`src/rtl/fcmp_pkg.sv`:
```
package fcmp_pkg;

    localparam int INSTR_W   = 32;
    localparam int OPND_W    = 64;
    localparam int REG_IDX_W = 5;
    localparam int COND_W    = 5;
    localparam int MAG_W     = OPND_W - 1;

    localparam logic [11:0] OPC_CMP_SP = 12'h0C1;
    localparam logic [11:0] OPC_CMP_DP = 12'h0C2;

    typedef enum logic [1:0] {
        REL_LT = 2'd0,
        REL_EQ = 2'd1,
        REL_GT = 2'd2,
        REL_UN = 2'd3
    } rel_e;

    typedef enum logic {
        PREC_SP = 1'b0,
        PREC_DP = 1'b1
    } prec_e;

    typedef struct packed {
        logic lt;
        logic eq;
        logic gt;
        logic un;
    } rel_mask_t;

    typedef struct packed {
        logic      legal;
        prec_e     prec;
        logic      signaling;
        rel_mask_t mask;
    } cmp_dec_t;

    typedef struct packed {
        logic             sign;
        logic             nan;
        logic             snan;
        logic             zero;
        logic [MAG_W-1:0] mag;
    } fp_view_t;

    function automatic fp_view_t view_sp(input logic [31:0] x);
        fp_view_t v;
        logic [7:0]  ex;
        logic [22:0] mt;
        ex     = x[30:23];
        mt     = x[22:0];
        v.sign = x[31];
        v.nan  = (&ex) && (|mt);
        v.snan = v.nan && !mt[22];
        v.zero = ~|x[30:0];
        v.mag  = {{(MAG_W-31){1'b0}}, x[30:0]};
        return v;
    endfunction

    function automatic fp_view_t view_dp(input logic [63:0] x);
        fp_view_t v;
        logic [10:0] ex;
        logic [51:0] mt;
        ex     = x[62:52];
        mt     = x[51:0];
        v.sign = x[63];
        v.nan  = (&ex) && (|mt);
        v.snan = v.nan && !mt[51];
        v.zero = ~|x[62:0];
        v.mag  = x[62:0];
        return v;
    endfunction

    function automatic rel_mask_t cond_to_mask(input logic [COND_W-1:0] c);
        rel_mask_t m;
        m.lt = c[1] | c[4];
        m.eq = c[2];
        m.gt = c[4];
        m.un = c[3];
        return m;
    endfunction

endpackage

```
`src/rtl/fcmp_decoder.sv`:
```
module fcmp_decoder
    import fcmp_pkg::*;
#(
    parameter int FLAG_IDX_W = 3
) (
    input  logic [INSTR_W-1:0]   instr,
    output cmp_dec_t             dec,
    output logic [FLAG_IDX_W-1:0] dst_idx,
    output logic [REG_IDX_W-1:0] src_a,
    output logic [REG_IDX_W-1:0] src_b
);
    logic [11:0]       opc;
    logic [COND_W-1:0] cond;
    logic              is_sp;
    logic              is_dp;

    always_comb begin
        opc   = instr[31:20];
        cond  = instr[19:15];
        is_sp = (opc == OPC_CMP_SP);
        is_dp = (opc == OPC_CMP_DP);

        dec.legal     = (is_sp || is_dp) && (instr[4:3] == 2'b00);
        dec.prec      = is_dp ? PREC_DP : PREC_SP;
        dec.signaling = cond[0];
        dec.mask      = cond_to_mask(cond);
    end

    assign src_a   = instr[9:5];
    assign src_b   = instr[14:10];
    assign dst_idx = instr[FLAG_IDX_W-1:0];

endmodule

```
`src/rtl/fcmp_classify.sv`:
```
module fcmp_classify
    import fcmp_pkg::*;
(
    input  prec_e             prec,
    input  logic [OPND_W-1:0] opnd_a,
    input  logic [OPND_W-1:0] opnd_b,
    output rel_e              rel,
    output logic              any_nan,
    output logic              any_snan
);
    localparam int NUM_OPS = 2;

    logic [OPND_W-1:0] raw [NUM_OPS];
    fp_view_t          vw  [NUM_OPS];

    assign raw[0] = opnd_a;
    assign raw[1] = opnd_b;

    for (genvar k = 0; k < NUM_OPS; k++) begin : g_view
        always_comb begin
            if (prec == PREC_DP) vw[k] = view_dp(raw[k]);
            else                 vw[k] = view_sp(raw[k][31:0]);
        end
    end

    logic mag_lt;
    logic mag_eq;

    always_comb begin
        any_nan  = vw[0].nan  | vw[1].nan;
        any_snan = vw[0].snan | vw[1].snan;
        mag_lt   = vw[0].mag < vw[1].mag;
        mag_eq   = vw[0].mag == vw[1].mag;

        if (any_nan)                        rel = REL_UN;
        else if (vw[0].zero && vw[1].zero)  rel = REL_EQ;
        else if (vw[0].sign != vw[1].sign)  rel = vw[0].sign ? REL_LT : REL_GT;
        else if (mag_eq)                    rel = REL_EQ;
        else if (mag_lt ^ vw[0].sign)       rel = REL_LT;
        else                                rel = REL_GT;
    end

endmodule

```
`src/rtl/fcmp_flag_file.sv`:
```
module fcmp_flag_file #(
    parameter int FLAG_IDX_W = 3,
    localparam int NUM_FLAGS = 1 << FLAG_IDX_W
) (
    input  logic                  clk,
    input  logic                  rst,
    input  logic                  wr_en,
    input  logic [FLAG_IDX_W-1:0] wr_idx,
    input  logic                  wr_bit,
    output logic [NUM_FLAGS-1:0]  flags
);
    logic [NUM_FLAGS-1:0] sel;

    for (genvar i = 0; i < NUM_FLAGS; i++) begin : g_sel
        assign sel[i] = wr_en && (wr_idx == FLAG_IDX_W'(i));
    end

    always_ff @(posedge clk) begin
        if (rst) flags <= '0;
        else     flags <= (flags & ~sel) | (sel & {NUM_FLAGS{wr_bit}});
    end

endmodule

```
`src/rtl/fcmp_cond_unit.sv`:
```
module fcmp_cond_unit
    import fcmp_pkg::*;
#(
    parameter int FLAG_IDX_W = 3,
    localparam int NUM_FLAGS = 1 << FLAG_IDX_W
) (
    input  logic                 clk,
    input  logic                 rst,
    input  logic                 in_valid,
    input  logic [INSTR_W-1:0]   instr,
    input  logic [OPND_W-1:0]    opnd_a,
    input  logic [OPND_W-1:0]    opnd_b,
    output logic [REG_IDX_W-1:0] src_a_idx,
    output logic [REG_IDX_W-1:0] src_b_idx,
    output logic                 done,
    output logic                 result,
    output logic                 invalid_flag,
    output logic                 illegal,
    output logic [NUM_FLAGS-1:0] cond_flags
);
    cmp_dec_t              dec;
    logic [FLAG_IDX_W-1:0] dst_idx;
    rel_e                  rel;
    logic                  any_nan;
    logic                  any_snan;
    logic                  hit;
    logic                  inv_raise;
    logic                  do_write;

    fcmp_decoder #(.FLAG_IDX_W(FLAG_IDX_W)) u_dec (
        .instr   (instr),
        .dec     (dec),
        .dst_idx (dst_idx),
        .src_a   (src_a_idx),
        .src_b   (src_b_idx)
    );

    fcmp_classify u_cls (
        .prec     (dec.prec),
        .opnd_a   (opnd_a),
        .opnd_b   (opnd_b),
        .rel      (rel),
        .any_nan  (any_nan),
        .any_snan (any_snan)
    );

    always_comb begin
        unique case (rel)
            REL_LT:  hit = dec.mask.lt;
            REL_EQ:  hit = dec.mask.eq;
            REL_GT:  hit = dec.mask.gt;
            default: hit = dec.mask.un;
        endcase
        inv_raise = dec.signaling ? any_nan : any_snan;
        do_write  = in_valid && dec.legal;
    end

    always_ff @(posedge clk) begin
        if (rst) begin
            done         <= 1'b0;
            result       <= 1'b0;
            invalid_flag <= 1'b0;
            illegal      <= 1'b0;
        end else begin
            done         <= in_valid;
            result       <= do_write && hit;
            invalid_flag <= do_write && inv_raise;
            illegal      <= in_valid && !dec.legal;
        end
    end

    fcmp_flag_file #(.FLAG_IDX_W(FLAG_IDX_W)) u_flags (
        .clk    (clk),
        .rst    (rst),
        .wr_en  (do_write),
        .wr_idx (dst_idx),
        .wr_bit (hit),
        .flags  (cond_flags)
    );

endmodule

```
`config.mk`:
```
export PLATFORM = sky130hd
export DESIGN_NAME = fcmp_cond_unit
export DESIGN_NICKNAME = d
export VERILOG_FILES = /design/src/rtl/fcmp_pkg.sv /design/src/rtl/fcmp_decoder.sv /design/src/rtl/fcmp_classify.sv /design/src/rtl/fcmp_flag_file.sv /design/src/rtl/fcmp_cond_unit.sv
export SDC_FILE = /design/constraint.sdc
export NUM_CORES = 1
export LEC_CHECK = 0
export ABC_AREA = 1
export BUFFER_PORTS_ARGS = -buffer_cell sky130_fd_sc_hd__buf_4
export CAP_MARGIN = 20
export CORE_MARGIN = 2
export CORE_UTILIZATION = 52
export DETAILED_ROUTE_END_ITERATION = 10
export PLACE_DENSITY = 0.86
export SYNTH_ARGS = -nofsm -noshare
export SYNTH_HDL_FRONTEND = slang
export SYNTH_SLANG_ARGS = --single-unit
```
`constraint.sdc`:
```
create_clock -name clk -period 6 [get_ports clk]
set_input_delay 0.6 -clock clk [delete_from_list [all_inputs] [get_ports clk]]
set_output_delay 0.6 -clock clk [all_outputs]
set_load 0.1 [all_outputs]
```
==> impl_metrics.ini, run 1 <==
[outcome]
status = finished clean

[synth]
yosysMostFrequentCell = nand2_1
ys_seq_elements = 12
synth_edf_count = 0
synth_area_sq_um = 3764
syn_avg_cell_area_sq_um = 5.128
synth_common_cells = nand2_1, nor2_1, inv_1
ys_warn_count = 0
synthFlopType = dfxtp_1
synth.distinct_cells = 28
synth_seq_area_share = 0.06383
yosys.area.top_type = nand2_1
yosysTopAreaCellShare = 0.2374
syn-num-nets = 960
ys_top_cells_by_area = nand2_1, ha_1, nor2_1
syn_inst = 734
synthArstFlopShare = 0

[global_route]
grt_pass1_wl_microns = 18700
overflow = 0
grt_antenna_before_repair = 0
grt_util_all_layers = 0.2854
grt_pass1_vias = 4710
grt_max_degree = 40

[routing]
wl_microns = 11690
first_pass_iters = 5
ant_nets = 0
vias = 4989
drc = 0
drtIter0Drc = 243
wl_per_cell_microns = 11.88
vias_per_cell = 5.070

[cells_and_area]
finalCoreUtilization = 0.7088
drive_above_1_share = 0.1989
diodes = 0
fin_area_sq_um = 5059
instances_no_fill = 984
syn_to_final_growth_pct = 34.41
nets = 1113

[placement]
place_ws_ns = 2.020
postPlaceCellArea_sq_um = 5017
place_hpwl_microns = 10240
io_buffer_count = 164
dp.cells = 981
place.gp.congestion = 0.9295

[power_and_ir_drop]
peakVddDrop_v = 0.0001059
p_clk_frac = 0.198
switchingPower_mw = 0.1375
p_leak_nw = 3.087
sw_frac_of_total = 0.3712
combPwrFrac = 0.584
seq_power_share = 0.218
intPower_mw = 0.2329
finalPower_mw = 0.3704
powerDensity_nw_per_um2 = 73.22

[critical_path]
cpMaxStageDelayCell = inv_2
worst_r2r_path_depth = 2
cp_top_family = simple AND/OR/NAND/NOR gates
worstPathCellList = buf_4 > inv_1 > nand2_1 > nor3_4 > nand2_2 > buf_4 > inv_2 > nand2_1 > ha_1 > nand2_1 > nor2_1 > nand2_1 > nor2_1 > nand3_1 > nor2_1 > nand2_1 > nand3_1 > nand3_1 > nand2_1 > nand3_2 > o21ai_4 > a21oi_1
critical_path.startpoint = instr[20]
crit_buf_inv = 4
end_kind = flip-flop
path_max_fanout = 39
worstSetupStartpointType = input port
path_depth = 22
arrival_ns = 3.89
reg2reg_slack_ns = 5.29
critPathMostFrequentCell = nand2_1
cpPeakStageDelay_ns = 0.44
cp.required_ns = 6.11
crit_type = input port to flip-flop

[clocking]
clock-sinks = 12
clk_latency_ns = 0.24
cts_hold_buf = 0
post_cts_buffers = 0
cts_root_buf = clkbuf_8
cts_tree = yes
ctsLongestPathBuffers = 2
cts_buffers = 3
htreeDepth = 1
cts_resized = 0
clkSlewWorstSetupHoldPaths_ns = 0.05

[die]
coreArea_sq_um = 7137
die_area_sq_um = 7934
die_width_microns = 89.08
rows = 31
start_util = 0.5273
ios = 185
fp.dieH_microns = 89.08

[timing]
hold_viol = 0
setup_ws_ns = 2.218
fmax_mhz = 264.4
tightest_slew_ns = 0.5128
worst_hold_slack_ns = 0.5406
period_share = 0.6304
skew_ns = 0
setup_tns_ns = 0
layout_min_cycle_time_ns = 3.782
rsz0062_at_grt = false
drv_slew = 0
setup_viol_count_final = 0
slew_headroom = 0.6576

[worst_hold_path]
holdPathStages = 2
hp-class = input port to flip-flop
hp-start = rst
hold_end = illegal

[run]
drv_cap = 0
[cell type report]
| cell class | count | area (sq um) |
|---|---|---|
| Sequential cell | 12 | 240.2 |
| Fill cell | 698 | 2078 |
| Inverter | 113 | 424.2 |
| Multi-Input combinational cell | 592 | 2990 |
| Clock buffer | 3 | 41.29 |
| Timing Repair Buffer | 165 | 1239 |
| Tap cell | 99 | 123.9 |
[power by group through the flow]
stage	combinational, mW	clock (mW)	sequential, mW
after global routing	0.240	0.0779	0.0808
after global placement	0.209	0	0.0823
after floorplan	0.124	0	0.0876
after CTS	0.215	0.0728	0.0808
after detailed placement	0.213	0	0.0823
final	0.216	0.0733	0.0807
[layout by cell type (no fill, tap or decap), types with 2 or more instances in the layout]
| cell | synthesis | final |
|---|---|---|
| a21oi_1 | 32 | 32 |
| nor2_1 | 182 | 182 |
| nand2_1 | 238 | 238 |
| inv_1 | 112 | 112 |
| clkbuf_8 | 0 | 3 |
| o21ai_0 | 10 | 10 |
| dfxtp_1 | 12 | 12 |
| nor3_1 | 10 | 10 |
| nand3b_1 | 4 | 4 |
| nand4_1 | 12 | 12 |
| buf_4 | 10 | 165 |
| nand3_1 | 27 | 27 |
| a21o_1 | 2 | 2 |
| ha_1 | 63 | 63 |
[worst max path at each step]
| stage | endpoint | slack (ns) |
|---|---|---|
| 5_1_grt | flip-flop | 1.84 |
| 2_1_floorplan | flip-flop | 2.85 |
| 3_3_place_gp | flip-flop | 2.18 |
| 6_report | flip-flop | 2.22 |
| 4_1_cts | flip-flop | 2.26 |
| 3_5_place_dp | flip-flop | 2.02 |
[per-layer routing]
layer | up-vias | track usage | share of wire
li1 | 2564 | - | -
met1 | 2204 | 0.3471 | 0.43
met2 | 191 | 0.5400 | 0.49
met3 | 30 | 0.02401 | 0.068
met4 | 0 | 0.06784 | 0.020
met5 | - | 0 | 0
[cell families after synthesis]
family / synth area share
AOI/OAI and AO/OA: 0.07414
and+or+nand+nor: 0.5110
DFF: 0.06383
buffers and inverters: 0.1416
adders and majority gates: 0.2094
Note: power is estimated with default switching activity, not from simulation.
==> run 2: changes to the inputs <==
--- a/config.mk
+++ b/config.mk
@@ -9,9 +9,9 @@
 export BUFFER_PORTS_ARGS = -buffer_cell sky130_fd_sc_hd__buf_4
 export CAP_MARGIN = 20
 export CORE_MARGIN = 2
-export CORE_UTILIZATION = 52
+export CORE_UTILIZATION = 44
 export DETAILED_ROUTE_END_ITERATION = 10
-export PLACE_DENSITY = 0.86
+export PLACE_DENSITY = 0.77
 export SYNTH_ARGS = -nofsm -noshare
 export SYNTH_HDL_FRONTEND = slang
 export SYNTH_SLANG_ARGS = --single-unit
==> constraint.sdc (replaced) <==
create_clock -name clk -period 3.34 [get_ports clk]
set_input_delay 0.334 -clock clk [delete_from_list [all_inputs] [get_ports clk]]
set_output_delay 0.334 -clock clk [all_outputs]
set_load 0.1 [all_outputs]
==> run 2 against run 1 <==
  * First-iteration DRC count down 30%
  * Non-clock buffer count up 4
  * Clock-buffer cell count unchanged
  * Global-route usage down 2.6 points
  * Worst hold slack worse by 0.26 ns
  * Clock power up 77%
  * Die area up 17%
  * Sequential share of layout area about the same
  * Sequential power up 80%
  * Cell area up 0.99%
  * Via count down 3.1%
  * Critical path type unchanged
  * Largest power group unchanged
  * Highest routed layer unchanged
==> impl_metrics.ini, run 2 (same netlist as run 1, synthesis figures left out) <==
[die]
die_width_microns = 96.49
rows = 33
ios = 185
coreArea_sq_um = 8258
die_area_sq_um = 9309
fp.dieH_microns = 96.49
start_util = 0.4558

[clocking]
cts_hold_buf = 0
clock-sinks = 12
ctsLongestPathBuffers = 2
cts_resized = 0
htreeDepth = 1
cts_tree = yes
clk_latency_ns = 0.24
cts_root_buf = clkbuf_8
clkSlewWorstSetupHoldPaths_ns = 0.05
cts_buffers = 3
post_cts_buffers = 0

[critical_path]
end_kind = flip-flop
cp.required_ns = 3.45
cpMaxStageDelayCell = buf_4
path_depth = 22
arrival_ns = 3.09
crit_type = input port to flip-flop
critPathMostFrequentCell = nand2_1
path_max_fanout = 32
worstSetupStartpointType = input port
worstPathCellList = buf_4 > nand2_1 > inv_1 > nand2_1 > nor2_4 > nand2_2 > buf_4 > nor2_1 > ha_1 > nand2_1 > inv_1 > nand3_1 > nor3_1 > nand3_1 > nor2_1 > nand2_1 > nand3_1 > nand3_1 > nand2_1 > nand3_2 > o21ai_4 > a21oi_1
crit_buf_inv = 4
worst_r2r_path_depth = 2
cpPeakStageDelay_ns = 0.32
cp_top_family = simple AND/OR/NAND/NOR gates

[cells_and_area]
syn_to_final_growth_pct = 35.74
multi_input_area_sq_um = 2990
final_common_cell = nand2_1
final-seq-area_sq_um = 240.2
drive_above_1_share = 0.2025
nets = 1117
fillers = 829
diodes = 0
fin_area_sq_um = 5109
layout_common_cells = nand2_1, nor2_1, buf_4

[timing]
fmax_mhz = 335.6
rsz0062_at_grt = false
drv_slew = 0
slew_headroom = 0.6899
setup_tns_ns = 0
worst_hold_slack_ns = 0.2834
setup_viol_count_final = 0
layout_min_cycle_time_ns = 2.980
skew_ns = 0
hold_viol = 0
period_share = 0.8922
tightest_slew_ns = 0.4535

[placement]
place_hpwl_microns = 10840
postPlaceCellArea_sq_um = 5067
io_buffer_count = 164
place.gp.congestion = 0.9160

[routing]
vias_per_cell = 4.862
wl_per_cell_microns = 12.28
ant_nets = 0
dr.max_layer_used = met4
vias = 4833
wl_met3_microns = 837
wl_met1_microns = 5128
wl_microns = 12210
first_pass_iters = 5
wl_met2_microns = 5944
drc = 0
drtIter0Drc = 171

[run]
drv_cap = 0

[global_route]
grt_pass1_wl_microns = 19370
grt_max_degree = 34
grt_antenna_before_repair = 0
grt_util_all_layers = 0.2590
overflow = 0
grt_pass1_vias = 4558

[worst_hold_path]
hp-class = input port to flip-flop
holdPathStages = 2

[power_and_ir_drop]
finalPower_mw = 0.6643
powerDensity_nw_per_um2 = 130.0
p_leak_nw = 3.110
peakVddDrop_v = 0.0001336

[outcome]
status = finished clean
## run 2: worst paths after layout
kind                       end  startpoint  slack, ns
setup / recovery     flip-flop   instr[27]       0.36
hold / removal    invalid_flag   instr[15]       0.28
setup reg to reg     flip-flop   flip-flop       2.64
hold reg to reg      flip-flop   flip-flop       0.55
## run 2: layout make-up
cell class                      count  share of cell area
Multi-Input combinational cell    592              0.5854
Timing Repair Buffer              169              0.2508
Inverter                          113             0.08303
Sequential cell                    12             0.04702
Tap cell                          105             0.02572
Clock buffer                        3            0.008082
## run 2: report_power, final
part	switching, mW	total, mW	internal, mW
Combinational	0.195	0.390	0.195
Sequential	0.000328	0.145	0.145
Clock	0.0504	0.130	0.0792
## run 2: metrics by stage
step           utilization  setup WS [ns]  std cells
2_1_floorplan            -         0.4566        734
3_3_place_gp        0.6136         0.2886        991
3_5_place_dp        0.6136         0.1568        991
4_1_cts             0.6186         0.3837        994
5_1_grt             0.6186        0.07084        994
6_report            0.6186         0.3599        994
## run 2: per-layer routing
metal / global-route usage / vias up
met4: 0.07864 / 0
met5: 0 / -
li1: - / 2574
met1: 0.3070 / 2049
met3: 0.03569 / 36
met2: 0.4803 / 174
==> run 3: changes to the inputs <==
--- a/config.mk
+++ b/config.mk
@@ -8,10 +8,12 @@
 export ABC_AREA = 1
 export BUFFER_PORTS_ARGS = -buffer_cell sky130_fd_sc_hd__buf_4
 export CAP_MARGIN = 20
+export CELL_PAD_IN_SITES_DETAIL_PLACEMENT = 1
+export CELL_PAD_IN_SITES_GLOBAL_PLACEMENT = 1
 export CORE_MARGIN = 2
-export CORE_UTILIZATION = 44
+export CORE_UTILIZATION = 25
 export DETAILED_ROUTE_END_ITERATION = 10
-export PLACE_DENSITY = 0.77
+export PLACE_DENSITY = 0.71
 export SYNTH_ARGS = -nofsm -noshare
 export SYNTH_HDL_FRONTEND = slang
 export SYNTH_SLANG_ARGS = --single-unit
==> run 3 against run 2 <==
  * Power rose by 14%
  * Worst hold slack got worse by 0.0045 ns
  * Register-to-register slack barely moved
  * Clock-buffer cell count did not move
  * Die area rose by 72%
==> impl_metrics.ini, run 3 (same netlist as run 1, synthesis figures left out) <==
[outcome]
status = finished clean

[critical_path]
worstSetupStartpointType = input port
path_max_fanout = 18
crit_type = input port to flip-flop
cp.required_ns = 3.45
cpMaxStageDelayCell = ha_1
cp_top_family = simple AND/OR/NAND/NOR gates
crit_buf_inv = 3
end_kind = flip-flop
cpPeakStageDelay_ns = 0.35
arrival_ns = 3.02
worstPathCellList = buf_4 > nor2_1 > nand2_1 > nor2_4 > nand2_2 > inv_2 > buf_4 > nand2_1 > ha_1 > nand2_1 > nor2_1 > nand2_1 > nor2_1 > nand2_1 > nor2_1 > nand2_1 > nor2_1 > nor2_1 > nand3_1 > a21oi_1 > o21ai_4 > a21oi_1

[cells_and_area]
finalCoreUtilization = 0.3581
instances_no_fill = 1075
syn_to_final_growth_pct = 39.33
fin_area_sq_um = 5244
diodes = 0
drive_above_1_share = 0.2043
fillers = 2059
layout_common_cells = nand2_1, nor2_1, buf_4
final_common_cell = nand2_1
nets = 1119

[power_and_ir_drop]
powerDensity_nw_per_um2 = 144.4
p_clk_frac = 0.284
seq_power_share = 0.192
intPower_mw = 0.4960
p_leak_nw = 3.132
finalPower_mw = 0.7573
sw_frac_of_total = 0.3450
combPwrFrac = 0.524
switchingPower_mw = 0.2613
peakVddDrop_v = 0.0001219

[timing]
hold_viol = 0
drv_slew = 0
slew_headroom = 0.7592
setup_viol_count_final = 0
rsz0062_at_grt = false
setup_ws_ns = 0.4290
worst_hold_slack_ns = 0.2789
period_share = 0.8715
setup_tns_ns = 0
tightest_slew_ns = 0.3522
skew_ns = 0
fmax_mhz = 343.5
layout_min_cycle_time_ns = 2.911

[global_route]
grt_antenna_before_repair = 0
grt_util_all_layers = 0.1687
grt_max_degree = 22
grt_pass1_wl_microns = 22480
grt_pass1_vias = 4867
overflow = 0

[placement]
io_buffer_count = 164
postPlaceCellArea_sq_um = 5169
place_ws_ns = 0.1572
place_hpwl_microns = 12730
place.gp.congestion = 0.8318
dp.cells = 1072

[clocking]
clock-sinks = 12
clkSlewWorstSetupHoldPaths_ns = 0.04
cts_root_buf = clkbuf_16
cts_tree = yes
cts_buffers = 3
post_cts_buffers = 0
cts_hold_buf = 0
clk_latency_ns = 0.24
ctsLongestPathBuffers = 2
cts_resized = 0
htreeDepth = 1

[routing]
drtIter0Drc = 126
drc = 0
wl_per_cell_microns = 13.08
vias_per_cell = 4.513
first_pass_iters = 6
wl_microns = 14060
vias = 4852
ant_nets = 0

[die]
die_width_microns = 126.7
fp.dieH_microns = 126.7
start_util = 0.2570
die_area_sq_um = 16050
rows = 44
ios = 185
coreArea_sq_um = 14640

[run]
drv_cap = 0

[worst_hold_path]
hp-class = input port to flip-flop
==> run 3: cell count changes in the layout (fill, tap and decap cells not counted), sizes merged <==
cell / delta
buf: +2
==> run 3: final cells by class <==
type / instances / area, sq um / area share
flip-flops and latches: 12 / 240.2 / 0.04581
inverters: 113 / 424.2 / 0.08089
clock buffers: 3 / 75.07 / 0.01432
repair buffers: 171 / 1284 / 0.2448
well taps: 184 / 230.2 / 0.04390
multi-input cells: 592 / 2990 / 0.5703
==> run 3: power by group through the flow <==
stage	clock, mW	sequential [mW]	combinational (mW)
floorplan	0	0.157	0.222
global placement	0	0.148	0.396
detailed placement	0	0.148	0.399
CTS	0.216	0.145	0.402
global route	0.225	0.145	0.445
finish	0.215	0.145	0.397
==> run 3: final timing paths <==
path                                start      endpoint  slack (ns)  depth (start not counted)
worst max-delay path            instr[31]     flip-flop        0.43                         22
worst min register to register  flip-flop     flip-flop        0.54                          2
worst max register to register  flip-flop     flip-flop        2.64                          2
worst min-delay path            instr[15]  invalid_flag        0.28                          2
==> run 3: metal layers <==
metal | track usage | wire (microns) | share of wire
met5 | 0 | 0 | 0
met4 | 0.01810 | 115 | 0.0082
met3 | 0.01518 | 554 | 0.039
met2 | 0.3072 | 6614 | 0.47
met1 | 0.2238 | 6771 | 0.48
